**config.mk**
```make
export PLATFORM = sky130hd
export DESIGN_NAME = wr_status_readback
export DESIGN_NICKNAME = d
export VERILOG_FILES = /design/src/rtl/wsr_pkg.sv /design/src/rtl/wsr_edge.sv /design/src/rtl/wsr_toggle.sv /design/src/rtl/wsr_mux.sv /design/src/rtl/wr_status_readback.sv
export SDC_FILE = /design/constraint.sdc
export NUM_CORES = 1
export LEC_CHECK = 0
export ABC_CLOCK_PERIOD_IN_PS = 800
export BUFFER_PORTS_ARGS = -buffer_cell sky130_fd_sc_hd__buf_2
export CAP_MARGIN = 20
export CORE_AREA = 3 3 40 42
export CTS_BUF_LIST = sky130_fd_sc_hd__clkbuf_4 sky130_fd_sc_hd__clkbuf_8
export CTS_CLUSTER_DIAMETER = 60
export DETAILED_ROUTE_END_ITERATION = 6
export DIE_AREA = 0 0 43 45
export GPL_ROUTABILITY_DRIVEN = 0
export MAX_ROUTING_LAYER = met4
export SYNTH_ARGS = -nofsm -noshare
export SYNTH_HDL_FRONTEND = slang
export SYNTH_SLANG_ARGS = --single-unit
```
**constraint.sdc**
```tcl
create_clock -name clk -period 0.8 [get_ports clk]
set_input_delay 0.16 -clock clk [delete_from_list [all_inputs] [get_ports clk]]
set_output_delay 0.16 -clock clk [all_outputs]
set_load 0.03 [all_outputs]
```
**src/rtl/wsr_pkg.sv**
```systemverilog
// Shared field positions for the status readback block.
// Assumes an 8-bit read word with two status bits at the top.
package wsr_pkg;
    localparam int WORD_W   = 8;
    localparam int POLL_POS = 7;   // inverted last-written bit
    localparam int TOG_POS  = 6;   // flips on each read while busy
    localparam int RSV_W    = 6;   // reserved low bits, read as zero
endpackage

```
**src/rtl/wsr_edge.sv**
```systemverilog
// Rising-edge detector on a sampled level.
// Assumes the level is already synchronous to clk.
module wsr_edge (
    input  logic clk,
    input  logic rst_n,
    input  logic level,
    output logic rise
);
    logic level_q;

    // remember the level seen at the previous edge
    always_ff @(posedge clk) begin
        if (!rst_n) level_q <= 1'b0;
        else        level_q <= level;
    end

    assign rise = level & ~level_q;
endmodule

```
**src/rtl/wsr_toggle.sv**
```systemverilog
// Toggle state for the flipping status bit.
// Clear has priority over advance; tog_next is the value after this edge.
module wsr_toggle (
    input  logic clk,
    input  logic rst_n,
    input  logic clear,
    input  logic advance,
    output logic tog_next
);
    logic tog_q;

    // next toggle value: clear wins, else flip on advance
    always_comb begin
        if (clear)        tog_next = 1'b0;
        else if (advance) tog_next = ~tog_q;
        else              tog_next = tog_q;
    end

    // hold the toggle state
    always_ff @(posedge clk) begin
        if (!rst_n) tog_q <= 1'b0;
        else        tog_q <= tog_next;
    end
endmodule

```
**src/rtl/wsr_mux.sv**
```systemverilog
// Selects the array word or the status word for the read path.
// Purely combinational; the caller registers the result.
module wsr_mux #(
    parameter int WORD_W   = wsr_pkg::WORD_W,
    parameter int POLL_POS = wsr_pkg::POLL_POS,
    parameter int TOG_POS  = wsr_pkg::TOG_POS
) (
    input  logic              busy,
    input  logic              last_msb,
    input  logic              tog,
    input  logic [WORD_W-1:0] arr,
    output logic [WORD_W-1:0] word
);
    logic [WORD_W-1:0] status;

    // build the status word bit by bit
    for (genvar i = 0; i < WORD_W; i++) begin : g_stat
        if (i == POLL_POS) begin : g_poll
            assign status[i] = ~last_msb;
        end else if (i == TOG_POS) begin : g_tog
            assign status[i] = tog;
        end else begin : g_rsv
            assign status[i] = 1'b0;
        end
    end

    // choose the source for this read
    always_comb begin
        word = busy ? status : arr;
    end
endmodule

```
**src/rtl/wr_status_readback.sv**
```systemverilog
// Read path with write completion status reporting.
// Assumes all inputs are synchronous to clk; outputs lag inputs by one edge.
module wr_status_readback #(
    parameter int WORD_W = wsr_pkg::WORD_W
) (
    input  logic              clk,
    input  logic              rst_n,
    input  logic              csel_n,
    input  logic              oe_n,
    input  logic              prog_busy,
    input  logic              last_wr_msb,
    input  logic [WORD_W-1:0] arr_rdata,
    output logic [WORD_W-1:0] rd_data,
    output logic              bus_drive
);
    logic strobe, read_start, busy_start, tog_next;
    logic [WORD_W-1:0] word;

    assign strobe = ~csel_n & ~oe_n;

    wsr_edge u_rd_edge (
        .clk(clk), .rst_n(rst_n), .level(strobe), .rise(read_start)
    );

    wsr_edge u_busy_edge (
        .clk(clk), .rst_n(rst_n), .level(prog_busy), .rise(busy_start)
    );

    wsr_toggle u_tog (
        .clk(clk), .rst_n(rst_n),
        .clear(busy_start),
        .advance(prog_busy & read_start),
        .tog_next(tog_next)
    );

    wsr_mux #(.WORD_W(WORD_W)) u_mux (
        .busy(prog_busy), .last_msb(last_wr_msb), .tog(tog_next),
        .arr(arr_rdata), .word(word)
    );

    // register the read word and the bus drive enable
    always_ff @(posedge clk) begin
        if (!rst_n) begin
            rd_data   <= '0;
            bus_drive <= 1'b0;
        end else begin
            rd_data   <= word;
            bus_drive <= strobe;
        end
    end
endmodule

```
==> metrics.cfg, run 1 <==
[clock_tree]
cts-hold-fix-buffers=0
clock_path_buffers=2
postCtsSetupRepairBufs=0
htreeDepth=1
cts_tree=built
clock_latency_ns=0.26
cts_inserted_buffers=3
clkSinkCount=11
cts_root_buf=clkbuf_4
clk_pin_slew_ns=0.07

[setup_path]
crit_path_start_kind=flop
cp_top_family=flip-flops
path_cells=buf_6
worstPathMaxFanout=2
cp.required_ns=0.64
slowest_stage=dfxtp_4
slowest_delay_ns=0.36
worst-setup-path-type=reg2out
cp_num_buf_inv=1
end_kind=output pin
cp_data_arrival_time_ns=0.75

[global_route]
grt_max_degree=8
grt_util_all_layers_pct=8.97
grt_pass1_vias=284
antenna_found_initial=0
grt_pass1_wl_microns=1170
overflow=0

[floorplanning]
core_sq_um=1280
die-area_sq_um=1940
num_rows=13
ios=23
initial_core_util_pct=27.8
die_x_microns=43
dieHeight_microns=45

[timing]
period_share_pct=114
finalHoldViolCount=0
fin_crit_ns=0.912
setup_viol=10
slew_viol_final=0
finClkSkew_ns=0.00134
relSlewSlack_pct=89.0
tightest_slew_ns=0.164
rsz0062_at_grt=yes
setup_ws_ns=-0.112
fmax_ghz=1.10

[detailed_routing]
ant_nets=0
totalWireLength_microns=709
via_count=313
highest_layer=met3
drtPass1Iterations=2
drc=0
wl_met1_microns=282
wire_per_inst_microns=9.71
met3_length_microns=117
wl_met2_microns=309
drt-initial-drc-count=2
via_per_inst=4.29

[synth]
synth.distinct_cells=13
postSynthCellCount=31
syn_area_sq_um=358
synth_seq_cells=11
syn_nets=45
syn_avg_cell_area_sq_um=11.5
yosysWarnings=0
seq_area_frac_synth_pct=61.5

[power_and_ir_drop]
power_density_nw_per_um2=1920
p_leak_nw=0.276
total_power_mw=1.15
peakVddDrop_v=0.00102

[cells_and_area]
utilization_pct=46.7
final_cell_area_sq_um=601
final_cell_mix=buf_2, buf_6, dfxtp_2
fill_cells=122
drive_gt1_share_pct=69.0
final_common_cell=buf_2
seq_area_sq_um=234
multi_input_area_sq_um=140
num-nets-final=73
areaGrowthSynthToFinish_pct=67.8
num_antenna_cells=0

[run_status]
outcome=finished with violations
violations=setup timing

[placed_design]
post-dp-hpwl_microns=556
placed_cell_area_sq_um=504
io_buffers=22

[flow_run]
drv_cap=0

[min_path]
hold_class=in2reg

## per-layer routing
layer | vias up | track usage [%]
met4 | 0 | 1.81
met2 | 20 | 13.5
met3 | 0 | 7.97
met5 | - | -
met1 | 134 | 8.80
li1 | 159 | -
## power breakdown
group / switching, mW / leakage [nW] / internal, mW
combinational: 0.0764 / 0.163 / 0.0841
clock: 0.182 / 0.0184 / 0.227
sequential: 0.0123 / 0.0942 / 0.572
## cell families after synthesis
group / Yosys count / share of synthesized area, %
mux: 1 / 2.80
flops: 11 / 61.5
compound gates: 2 / 4.19
simple gates: 16 / 30.4
buf+inv: 1 / 1.05
## metrics by stage
stage	TNS, ns	instances	hold slack (ns)	setup WS [ns]
floorplan	0	31	0.225	0.00125
global placement	-0.0181	69	0.360	-0.0181
detailed placement	-0.0780	69	0.368	-0.0315
CTS	-0.822	73	0.0801	-0.128
global route	-1.18	73	0.0810	-0.147
finish	-0.673	73	0.0882	-0.112
## area by class of cell
cell class / count / area share, %
multi-input combinational: 19 / 23.3
tap: 15 / 3.13
clock buffer: 4 / 5.00
sequential: 11 / 39.0
inverter: 1 / 0.625
timing repair buffer: 23 / 29.0
## Yosys cell counts
cell	n	share of area [%]
and2_1	6	10
and2_2	2	4.2
and2b_2	1	2.4
dfxtp_1	11	62
inv_1	1	1.0
mux2i_1	1	2.8
nand2_1	1	1.0
nand3_1	2	2.8
nand3b_1	1	2.1
nand4b_1	1	2.4
nor3_2	1	2.8
nor3b_1	1	2.1
o211ai_1	2	4.2
## sequential cells by signal (all words and copies together), names as in the netlist
name,flops
rd_data,8
u_busy_edge.level_q,1
u_rd_edge.level_q,1
u_tog.tog_q,1
## worst paths after layout
check / start / end / slack, ns / cells past startpoint
worst max-delay path: u_rd_edge.level_q / bus_drive / -0.11 / 1
worst min-delay path: csel_n / u_rd_edge.level_q / 0.09 / 2
worst max register to register: u_rd_edge.level_q / rd_data[6] / -0.01 / 3
worst min register to register: u_busy_edge.level_q / rd_data[6] / 0.52 / 2
## timing repair
action	4_1_cts	5_1_grt
resized for setup	26	0
endpoints found under the setup margin	11	11
hold endpoints to repair	0	0
pin swaps	1	2
Power figures use the tool's default switching activity.
==> run 2: changes to the inputs <==
--- a/config.mk
+++ b/config.mk
@@ -5,7 +5,7 @@
 export SDC_FILE = /design/constraint.sdc
 export NUM_CORES = 1
 export LEC_CHECK = 0
-export ABC_CLOCK_PERIOD_IN_PS = 800
+export ABC_CLOCK_PERIOD_IN_PS = 1000
 export BUFFER_PORTS_ARGS = -buffer_cell sky130_fd_sc_hd__buf_2
 export CAP_MARGIN = 20
 export CORE_AREA = 3 3 40 42
==> constraint.sdc (replaced) <==
create_clock -name clk -period 1 [get_ports clk]
set_input_delay 0.2 -clock clk [delete_from_list [all_inputs] [get_ports clk]]
set_output_delay 0.2 -clock clk [all_outputs]
set_load 0.03 [all_outputs]
==> run 2 against run 1 <==
Net effect:
- non-clock buffer count decreased by 1
- sequential power shrank 21%
- clock power fell by 21%
- total power is 22% lower
- worst setup slack gained 0.15 ns
- largest power group unchanged
- first-iteration DRC count stayed put
- hold slack improved by 0.016 ns
- critical path depth unchanged
- die area is the same
- global-route usage fell by 0.25 points
- via count down 2.9%
- the run now ends clean
- cell count is 1.4% lower
==> metrics.cfg, run 2 (synthesized netlist as in run 1, its figures left out) <==
[clock_tree]
clk_pin_slew_ns=0.07
cts_tree=built
cts_inserted_buffers=3
cts-resized-gates=1
htreeDepth=1
postCtsSetupRepairBufs=0
cts-hold-fix-buffers=0
clkSinkCount=11
clock_path_buffers=2
cts_root_buf=clkbuf_4
clock_latency_ns=0.26

[placed_design]
post-dp-hpwl_microns=558
placed_cell_area_sq_um=487
io_buffers=22

[global_route]
antenna_found_initial=0
grt_pass1_wl_microns=1110
grt_max_degree=8
grt_pass1_vias=253
grt_util_all_layers_pct=8.71
overflow=0

[setup_path]
cp.required_ns=0.80
worstSetupPathDepth=1
worst-setup-path-type=reg2out
cp_num_buf_inv=1
slowest_delay_ns=0.31
path_cells=buf_2
cp_top_family=flip-flops
crit_start=rd_data[4]
end_kind=output pin
worstPathMaxFanout=1
crit_path_start_kind=flop
slowest_stage=dfxtp_1
cp_data_arrival_time_ns=0.76
r2r_cells=3
regToRegStartpoint=u_rd_edge.level_q

[run_status]
outcome=completed

[min_path]
hold_class=in2reg
hp-start=oe_n
whs_path_depth=2

[detailed_routing]
drtPass1Iterations=2
drt-initial-drc-count=2
drc=0
via_per_inst=4.22
totalWireLength_microns=692
via_count=304
wire_per_inst_microns=9.61
ant_nets=0

[timing]
relSlewSlack_pct=87.2
fin_crit_ns=0.959
tightest_slew_ns=0.191
fmax_ghz=1.04
period_share_pct=95.9
setup_viol=0
finalHoldViolCount=0
rsz0062_at_grt=yes
slew_viol_final=0
finClkSkew_ns=0.00197

[cells_and_area]
final_common_cell=buf_2
final_cell_mix=buf_2, dfxtp_1, and2_1
num_antenna_cells=0
seq_area_sq_um=221
regMostFlops=rd_data
fill_cells=135
utilization_pct=41.2
areaGrowthSynthToFinish_pct=47.9
multi_input_area_sq_um=134
drive_gt1_share_pct=54.4
final_cell_area_sq_um=529
largest_reg_flops=8
num-nets-final=72

[floorplanning]
die-area_sq_um=1940
dieHeight_microns=45
ios=23
die_x_microns=43
core_sq_um=1280
initial_core_util_pct=27.8
num_rows=13

[power_and_ir_drop]
total_power_mw=0.895
power_density_nw_per_um2=1690
peakVddDrop_v=0.000848
p_leak_nw=0.259

[flow_run]
drv_cap=0

==> run 2: final cells by class <==
cell class	instances	share of cell area (%)
Timing Repair Buffer	22	22.9
Multi-Input combinational cell	19	25.3
Clock buffer	4	5.67
Inverter	1	0.709
Sequential cell	11	41.8
Tap cell	15	3.55
==> run 2: final timing paths <==
| kind | to | slack (ns) |
|---|---|---|
| setup / recovery | rd_data[4] | 0.04 |
| hold / removal | u_rd_edge.level_q | 0.10 |
| setup reg to reg | rd_data[6] | 0.13 |
| hold reg to reg | rd_data[6] | 0.51 |
==> run 2: metal layers <==
metal | wire length, microns | track usage, %
met4 | 16 | 5.42
met3 | 99 | 5.98
met2 | 273 | 11.1
met5 | 0 | -
met1 | 302 | 9.80
==> run 2: report_power, final <==
group | switching, mW | total, mW | leakage, nW | internal [mW]
clock | 0.142 | 0.324 | 0.0184 | 0.181
combinational | 0.0593 | 0.108 | 0.149 | 0.0490
sequential | 0.00610 | 0.463 | 0.0909 | 0.457
total | 0.208 | 0.895 | 0.259 | 0.687
==> run 2: through the flow <==
stage          hold WS, ns  worst slack, ns   TNS [ns]  std cells
2_1_floorplan        0.275           0.0520          0         31
3_3_place_gp         0.394            0.128          0         68
3_5_place_dp         0.395            0.128          0         68
4_1_cts             0.0995          0.00415          0         72
5_1_grt             0.0866        -0.000596  -0.000596         72
6_report             0.105           0.0413          0         72
==> run 3: changes to the inputs <==
--- a/config.mk
+++ b/config.mk
@@ -5,6 +5,7 @@
 export SDC_FILE = /design/constraint.sdc
 export NUM_CORES = 1
 export LEC_CHECK = 0
+export ABC_AREA = 1
 export ABC_CLOCK_PERIOD_IN_PS = 1000
 export BUFFER_PORTS_ARGS = -buffer_cell sky130_fd_sc_hd__buf_2
 export CAP_MARGIN = 20
==> run 3 against run 2 <==
Net effect:
- cell count up 18%
- critical path depth stayed put
- total power grew 1.6%
- first-iteration DRC count grew to 2.5 times the previous value
- maximum frequency down 0.86%
- critical path type unchanged
- global-route usage grew 1.0 points
- via count up 12%
- largest power group unchanged
- die area is the same
- utilization is 1.2 points higher
- clock power about the same
==> metrics.cfg, run 3 <==
[run_status]
outcome=completed

[synth]
seq_area_frac_synth_pct=58.7
syn_area_sq_um=375
synthMuxAreaShare_pct=0
syn_nets=58
synth_commonest_cells=dfxtp_1, inv_1, nor2_1
synth_seq_cells=11
synth_compound_area_share_pct=1.33
yosysWarnings=0
synthXorXnorAreaFrac_pct=0
synth_area_leader_cell=dfxtp_1
synth-edff-count=0
synthArstFlopShare_pct=0
syn_avg_cell_area_sq_um=8.53
synth_most_common_cell=dfxtp_1
synth-simple-area-share_pct=29.0
postSynthCellCount=44
ys.flop_type=dfxtp_1
yosys-top-cells-area=dfxtp_1, inv_1, nor2_1, nand2_1, nand4_2
synth_adder_area_share_pct=0
yosysTopAreaCellShare_pct=58.7
synth.distinct_cells=13
synth_top_family_by_area=simple AND/OR/NAND/NOR gates

[setup_path]
worstPathMaxFanout=1
path_cells=buf_2
cp_data_arrival_time_ns=0.77
r2r_slack_ns=0.18
slowest_delay_ns=0.31
slowest_stage=dfxtp_1
cp.required_ns=0.80
crit_path_start_kind=flop
end_kind=output pin
cp_top_family=flip-flops
worst-setup-path-type=reg2out
cp_num_buf_inv=1

[cells_and_area]
final_cell_area_sq_um=544
final_common_cell=buf_2
seq_area_sq_um=221
drive_gt1_share_pct=48.6
areaGrowthSynthToFinish_pct=45.0
multi_input_area_sq_um=114
regMostFlops=rd_data
fill_cells=146
num-nets-final=85
num_antenna_cells=0
utilization_pct=42.4
final_cell_mix=buf_2, inv_1, dfxtp_1
largest_reg_flops=8

[clock_tree]
cts_root_buf=clkbuf_4
clock_latency_ns=0.26
cts-hold-fix-buffers=0
postCtsSetupRepairBufs=0
htreeDepth=1
clock_path_buffers=2
clkSinkCount=11
cts_tree=built
cts_inserted_buffers=3
clk_pin_slew_ns=0.07

[global_route]
grt_pass1_wl_microns=1210
grt_max_degree=7
top_usage_layer=met2
grt_pass1_vias=303
antenna_found_initial=0
grt.met3_usage_pct=4.78
met1_usage_pct=11.0
grt_util_all_layers_pct=9.75
overflow=0
use_met2_pct=12.3

[timing]
fin_crit_ns=0.967
period_share_pct=96.7
timing.setup.tns_ns=0
tightest_slew_ns=0.181
finClkSkew_ns=0.000693
slew_viol_final=0
finalHoldViolCount=0
fmax_ghz=1.03
whs_ns=0.115
relSlewSlack_pct=87.8
setup_viol=0

[floorplanning]
num_rows=13
core_sq_um=1280
die-area_sq_um=1940
dieHeight_microns=45
die_x_microns=43
ios=23
initial_core_util_pct=29.2

[power_and_ir_drop]
p_sw_mw=0.222
cellInternalPower_mw=0.687
clkPwrFrac_pct=35.6
comb_power_share_pct=13.4
p_sw_share_pct=24.5
power_density_nw_per_um2=1670
p_seq_share_pct=51.0
total_power_mw=0.909
peakVddDrop_v=0.000535
p_leak_nw=0.313

[placed_design]
post-dp-hpwl_microns=629
io_buffers=22
placed_cell_area_sq_um=504

[detailed_routing]
via_per_inst=4.00
drc=0
via_count=340
drtPass1Iterations=4
ant_nets=0
wire_per_inst_microns=9.09
totalWireLength_microns=773
drt-initial-drc-count=5

[flow_run]
drv_cap=0

[min_path]
hold_class=in2reg

==> run 3: worst paths after layout <==
check	start	to	cells after the start
worst min-delay path	csel_n	u_rd_edge.level_q	2
worst max-delay path	rd_data[3]	rd_data[3]	1
worst min register to register	u_tog.tog_q	u_tog.tog_q	4
worst max register to register	u_rd_edge.level_q	rd_data[6]	4
==> run 3: area by class of cell <==
class / count / area share, %
timing repair buffer: 22 / 21.8
multi-input combinational: 22 / 20.9
inverter: 11 / 7.59
sequential: 11 / 40.7
clock buffer: 4 / 5.52
tap: 15 / 3.45
==> run 3: cells by family (layout without fill, tap and decap cells) <==
family,Yosys count,in the layout
AO/OA/AOI/OAI,1,1
buffers and inverters,11,37
flip-flops,11,11
AND/OR/NAND/NOR,21,21
==> run 3: per-stage QoR <==
stage / std cells / setup slack [ns]
detailed placement: 81 / 0.150
finish: 85 / 0.0329
global placement: 81 / 0.162
CTS: 85 / 0.0170
floorplan: 44 / 0.0900
global route: 85 / -0.00430
==> run 3: what timing repair did <==
action,4_1_cts,5_1_grt
setup endpoints to repair,1,2
pin swaps,0,0
gates resized for setup,1,4
==> run 3: power groups by stage <==
stage	logic [mW]	registers (mW)	clock network [mW]
after global routing	0.133	0.465	0.365
after global placement	0.119	0.472	0
after detailed placement	0.120	0.473	0
after floorplan	0.0371	0.507	0
after CTS	0.122	0.463	0.339
final	0.122	0.463	0.323
==> run 3: routing by layer <==
layer	wire length [microns]	vias to the layer above	part of all wire [%]
li1	-	180	-
met1	332	139	43
met2	331	19	43
met3	97	2	13
met4	12	0	1.6
met5	0	-	0
